--- config.mk ---
export PLATFORM = sky130hd
export DESIGN_NAME = seccfg_reg
export DESIGN_NICKNAME = d
export VERILOG_FILES = /design/src/rtl/seccfg_pkg.sv /design/src/rtl/seccfg_sticky.sv /design/src/rtl/seccfg_bypass_gate.sv /design/src/rtl/seccfg_reg.sv
export SDC_FILE = /design/constraint.sdc
export NUM_CORES = 1
export LEC_CHECK = 0
export BUFFER_PORTS_ARGS = -buffer_cell sky130_fd_sc_hd__buf_2
export CAP_MARGIN = 20
export CORE_MARGIN = 2
export CORE_UTILIZATION = 26
export CTS_CLUSTER_SIZE = 12
export DETAILED_ROUTE_END_ITERATION = 10
export GPL_ROUTABILITY_DRIVEN = 0
export HOLD_SLACK_MARGIN = 0.06
export PLACE_DENSITY = 0.83
export SLEW_MARGIN = 20
export SYNTH_ARGS = -nofsm -noshare
export SYNTH_HDL_FRONTEND = slang
export SYNTH_HIERARCHICAL = 1
export SYNTH_SLANG_ARGS = --single-unit
--- constraint.sdc ---
create_clock -name clk -period 1.3 [get_ports clk]
set_input_delay 0.26 -clock clk [delete_from_list [all_inputs] [get_ports clk]]
set_output_delay 0.26 -clock clk [all_outputs]
set_load 0.05 [all_outputs]
--- src/rtl/seccfg_pkg.sv ---
package seccfg_pkg;

    localparam int unsigned CFG_W         = 3;
    localparam int unsigned LOCKDOWN_BIT  = 0;
    localparam int unsigned DENY_BIT      = 1;
    localparam int unsigned BYPASS_BIT    = 2;

    // Packed so that bypass lands in bit 2 and lockdown in bit 0.
    typedef struct packed {
        logic bypass;
        logic deny;
        logic lockdown;
    } cfg_bits_t;

    typedef struct packed {
        cfg_bits_t bits;
        logic      flush;
    } seccfg_state_t;

endpackage

--- src/rtl/seccfg_sticky.sv ---
// Set-only flags: a bit rises on an accepted write with a one, never falls.
module seccfg_sticky #(
    parameter int unsigned WIDTH = 2
) (
    input  logic             set_en,
    input  logic [WIDTH-1:0] set_val,
    input  logic [WIDTH-1:0] cur,
    output logic [WIDTH-1:0] nxt
);
    for (genvar i = 0; i < WIDTH; i++) begin : g_bit
        assign nxt[i] = cur[i] | (set_en & set_val[i]);
    end
endmodule

--- src/rtl/seccfg_bypass_gate.sv ---
// Bypass flag update: follows the write unless frozen at zero by a lock.
module seccfg_bypass_gate (
    input  logic wr_accept,
    input  logic wr_val,
    input  logic cur,
    input  logic any_lock,
    output logic nxt
);
    logic frozen;

    always_comb begin
        frozen = any_lock & ~cur;
        nxt    = (wr_accept && !frozen) ? wr_val : cur;
    end
endmodule

--- src/rtl/seccfg_reg.sv ---
module seccfg_reg
    import seccfg_pkg::*;
#(
    parameter int unsigned DATA_W = 32,
    parameter int unsigned CNT_W  = 5
) (
    input  logic              clk,
    input  logic              rst_n,
    input  logic              wr_en,
    input  logic [DATA_W-1:0] wr_data,
    input  logic              any_entry_locked,
    input  logic [CNT_W-1:0]  num_entries,
    output logic [DATA_W-1:0] rd_data,
    output logic              lockdown,
    output logic              deny_default,
    output logic              lock_bypass,
    output logic              tlb_flush
);
    localparam int unsigned PAD_W = DATA_W - CFG_W;

    seccfg_state_t state_d, state_q;
    logic          wr_accept;
    logic [1:0]    sticky_cur, sticky_nxt;
    logic          bypass_nxt;
    logic          unused_hi;

    assign unused_hi = ^wr_data[DATA_W-1:CFG_W];

    assign wr_accept  = wr_en && (num_entries != '0);
    assign sticky_cur = {state_q.bits.deny, state_q.bits.lockdown};

    seccfg_sticky #(.WIDTH(2)) u_sticky (
        .set_en  (wr_accept),
        .set_val ({wr_data[DENY_BIT], wr_data[LOCKDOWN_BIT]}),
        .cur     (sticky_cur),
        .nxt     (sticky_nxt)
    );

    seccfg_bypass_gate u_bypass (
        .wr_accept (wr_accept),
        .wr_val    (wr_data[BYPASS_BIT]),
        .cur       (state_q.bits.bypass),
        .any_lock  (any_entry_locked),
        .nxt       (bypass_nxt)
    );

    always_comb begin
        state_d               = state_q;
        state_d.bits.lockdown = sticky_nxt[0];
        state_d.bits.deny     = sticky_nxt[1];
        state_d.bits.bypass   = bypass_nxt;
        state_d.flush         = wr_accept;
    end

    always_ff @(posedge clk or negedge rst_n) begin
        if (!rst_n) begin
            state_q <= '0;
        end else begin
            state_q <= state_d;
        end
    end

    assign rd_data      = {{PAD_W{1'b0}}, state_q.bits};
    assign lockdown     = state_q.bits.lockdown;
    assign deny_default = state_q.bits.deny;
    assign lock_bypass  = state_q.bits.bypass;
    assign tlb_flush    = state_q.flush;

    // dropped writes leave the word alone and raise no flush
    a_r2_no_entries_ignored: assert property (@(posedge clk) disable iff (!rst_n)
        (wr_en && num_entries == '0) |=> ($stable(rd_data) && !tlb_flush));

    // lockdown never falls while out of reset
    a_r3_lockdown_sticky: assert property (@(posedge clk) disable iff (!rst_n)
        lockdown |=> lockdown);

    // deny-by-default never falls while out of reset
    a_r4_deny_sticky: assert property (@(posedge clk) disable iff (!rst_n)
        deny_default |=> deny_default);

    // a lock present with bypass clear keeps bypass clear
    a_r6_bypass_frozen: assert property (@(posedge clk) disable iff (!rst_n)
        (any_entry_locked && !lock_bypass) |=> !lock_bypass);

    // every accepted write yields a flush in the next cycle
    a_r7_flush_follows_write: assert property (@(posedge clk) disable iff (!rst_n)
        (wr_en && num_entries != '0) |=> tlb_flush);

    // no flush without a preceding accepted write
    a_r7_flush_needs_write: assert property (@(posedge clk) disable iff (!rst_n)
        !(wr_en && num_entries != '0) |=> !tlb_flush);

endmodule

After elaboration in Yosys (flattened, before gate mapping). Cells that the tools add are included.

Logic and storage cells: 14. Output and inout port bits: 36. Bits in registers: 4.

Bitwise logic cells: 6. Reduce and logical (&&, ||, !) cells: 4.

Operators by type and width (number): nonzero test 5 bit (1); bitwise AND 1 bit (3); logical AND 1 bit (2); bitwise OR 1 bit (2); logical NOT 1 bit (1); inverter 1 bit (1).

Logic depth before layout (Yosys ltp).
Word-level depth: 4. Gate-level depth with buffers: 4.

Cells and area by module. Netlist, hierarchy kept.

By module, submodules not included: seccfg_reg (cells an instance 39, times used 1, area an instance 359.1 µm²); seccfg_bypass_gate (cells an instance 3, times used 1, area an instance 18.8 µm²); seccfg_sticky (cells an instance 2, times used 1, area an instance 15.0 µm²).

Worst setup path after synthesis. OpenSTA, ideal clock, no wires.

Kind: input -> register. From: input port num_entries[4]. To: register state_q (netlist bit lock_bypass). Path slack: -0.042 ns. Data required time: 1.177 ns. Setup time: 0.123 ns. Cell stages on the path: 4. Arrival: 1.219 ns. Cell sequence: or4_1 o21a_1 nor2b_1 a2bb2oi_1.

Cells in the longest elaborated chain, start to end: 3.

Ends and longest elaborated chain: from (decl) (line seccfg_reg.sv:12) `input logic [CNT_W-1:0] num_entries,`; nonzero test 5 bit (line seccfg_reg.sv:29) `assign wr_accept = wr_en && (num_entries != '0);`; logical AND 1 bit (line seccfg_reg.sv:29); named net wr_accept (line seccfg_reg.sv:22) `logic wr_accept;`; logical AND 1 bit (line seccfg_bypass_gate.sv:13) `nxt = (wr_accept && !frozen) ? wr_val : cur;`; to (signal assigned) (line seccfg_reg.sv:59) `state_q <= state_d;`; to (decl) (line seccfg_reg.sv:21) `seccfg_state_t state_d, state_q;`.

The timed path passes the listed nets, and every way through them passes these cells. A chain may end at the register's enable or synchronous reset.

Worst setup path in the final report. Ends and elaborated chain as after synthesis.

==> results.cfg <==
[run_status]
status = finished clean

[timing]
whs_ns = 0.245
drv_slew = 0
final-setup-viol-count = 0
hold_viol = 0
min_period_ns = 1.24
fmaxAchievable_mhz = 803
fin_crit_sh_pct = 95.7
worst_slack_ns = 0.0553
rsz0062_at_grt = false
finClkSkew_ns = 0

[logic_synthesis]
synth_mux_area_share_pct = 0
synth_top_family_by_area = buffers and inverters
synth_compound_area_share_pct = 7.96
yosys_register_bits = 4
synth_area_um2 = 393
syn_area_per_cell_um2 = 8.93
synthTopCellsByCount = buf_4, dfrtp_1, a21o_1
yosysTopAreaCell = buf_4
synthMostInstantiatedCell = buf_4
yosys.area_share.xor_xnor_pct = 0
synthAdderAreaFrac_pct = 0
yosysWarnings = 6
ys_async_sr_fraction_pct = 100
synth-seq-area-share_pct = 25.5
synthCells = 44
synth_top_area_share_pct = 61.1
synth_area_leaders = buf_4, dfrtp_1, a21o_1, a2bb2oi_1, o21a_1
ys_types = 9
synthFlopType = dfrtp_1
synth_simple_gate_area_share_pct = 3.50
synth-edff-count = 0

[min_path]
hold_class = input pin to flop
whs_endpoint = lockdown
hold-path-cell-count = 2
hp-start = wr_data[0]

[worst_setup_path]
critPathCaptureType = flop
r2r_slack_ns = 0.65
rr_startpoint = lock_bypass
crit_family = simple AND/OR/NAND/NOR gates
rr_endpoint = lock_bypass
path_cells = buf_2 > or4_1 > o21a_1 > nor2b_1 > a2bb2oi_1
worstPathMaxFanout = 5
ff2ff_path_depth = 1
cp_num_buf_inv = 1
slowest_stage = or4_1
cp-startpoint = num_entries[4]
max_stage_delay_ns = 0.51
critPathRequiredTime_ns = 1.41
path_class = input pin to flop
crit_arrival_ns = 1.35
critPathLaunchType = input pin

[global_routing]
antenna_found_initial = 0
grt-ovfl-total = 0
grt_pass1_wl_um = 696
gr-usage-all-layers_pct = 6.22
first_global_vias = 190
grt_max_degree = 6

[floorplan]
dieWidth_um = 42.9
coreArea_mm2 = 0.00145
die_area_mm2 = 0.00184
start_util_pct = 27.0
fp.dieH_um = 42.9
num_io_pins = 77
rows = 14

[drt]
dr_total_vias = 243
dr.first_iter.drc_count = 0
routedWlPerCell_um = 7.15
route.detailed.drc = 0
first_pass_iters = 1
vias_per_cell = 3.12
wirelength_um = 558
ant_nets = 0

[cells_and_area]
final_nets = 105
fillers = 169
area_growth_pct = 1.91
ff_latch_area_um2 = 100
antenna_cells = 0
drive_above_1_share_pct = 33.9
multi_input_area_um2 = 154

[placement]
post-place-ws_ns = -0.195
io_buffers = 18
hpwl_um = 490

[pwr]
power_leakage_uw = 0.000237
total_power_uw = 537
vdd_drop_max_mv = 0.302
powerDensity_mw_per_mm2 = 1340

[run]
max_cap_viol_count = 0

[clocking]
clk_path_buf_depth = 2
clock_sinks = 4
clock_latency_ns = 0.23
cts_tree = built
cts_root_buf = clkbuf_4
cts.clk_slew.worst_paths_ns = 0.03
htree_levels = 1
cts-resized-gates = 0
cts_buffers = 3
-- layout make-up --
class / count / area share, %
Tap cell: 16 / 5.00
Timing Repair Buffer: 19 / 25.0
Inverter: 1 / 0.938
Clock buffer: 3 / 5.62
Sequential cell: 4 / 25.0
Multi-Input combinational cell: 35 / 38.4
-- sequential cells by signal, indices dropped and copies added (netlist names) --
register / flops
deny_default: 1
lock_bypass: 1
tlb_flush: 1
lockdown: 1
-- cells by family (layout without fill, tap and decap cells) --
kind of cell | Yosys count | in the layout
flops | 4 | 4
buf+inv | 33 | 23
simple gates | 2 | 2
compound gates | 4 | 4
other cells | 1 | 29
-- routing by layer --
metal,track usage (%),wire (µm),part of all wire (%),vias up
li1,-,-,-,116
met1,3.63,157,28,99
met2,8.48,255,46,28
met3,8.51,145,26,0
met4,5.63,0,0,0
met5,0,0,0,-
-- metrics by stage --
stage | cells | setup TNS [ns] | area [µm²] | utilization, %
after CTS | 78 | 0 | 400 | 27.5
after detailed placement | 74 | -0.407 | 368 | 25.3
final | 78 | 0 | 400 | 27.5
after global routing | 78 | 0 | 400 | 27.5
after global placement | 74 | -0.350 | 368 | 25.3
after floorplan | 72 | -0.0416 | 498 | -
-- layout by cell type (no fill, tap or decap), drive strengths merged --
master | Yosys | layout
a21o | 2 | 2
a2bb2oi | 1 | 1
buf | 32 | 18
clkbuf | 0 | 3
conb | 1 | 29
dfrtp | 4 | 4
dlygate4sd3 | 0 | 1
inv | 1 | 1
nor2b | 1 | 1
o21a | 1 | 1
or4 | 1 | 1
-- worst max-delay path by stage --
| stage | end | slack [ns] | depth (start not counted) |
|---|---|---|---|
| after floorplan | lock_bypass | -0.04 | 4 |
| after global placement | lock_bypass | -0.18 | 5 |
| after detailed placement | lock_bypass | -0.20 | 5 |
| after CTS | lock_bypass | 0.05 | 5 |
| after global routing | lock_bypass | 0.008 | 5 |
| final | lock_bypass | 0.06 | 5 |
-- power by group --
group          internal, µW  total (µW)  switching (µW)  leakage [µW]
Combinational          25.8         256             231      0.000182
Clock                   103         146            43.7     0.0000138
Sequential              131         134            3.28     0.0000413
-- repair_timing --
| action | 4_1_cts | 5_1_grt |
|---|---|---|
| hold buffers | 1 | 0 |
| hold endpoints to repair | 4 | 0 |
| buffers inserted | 0 | 0 |
No activity file was read; power rests on OpenSTA's default activity.
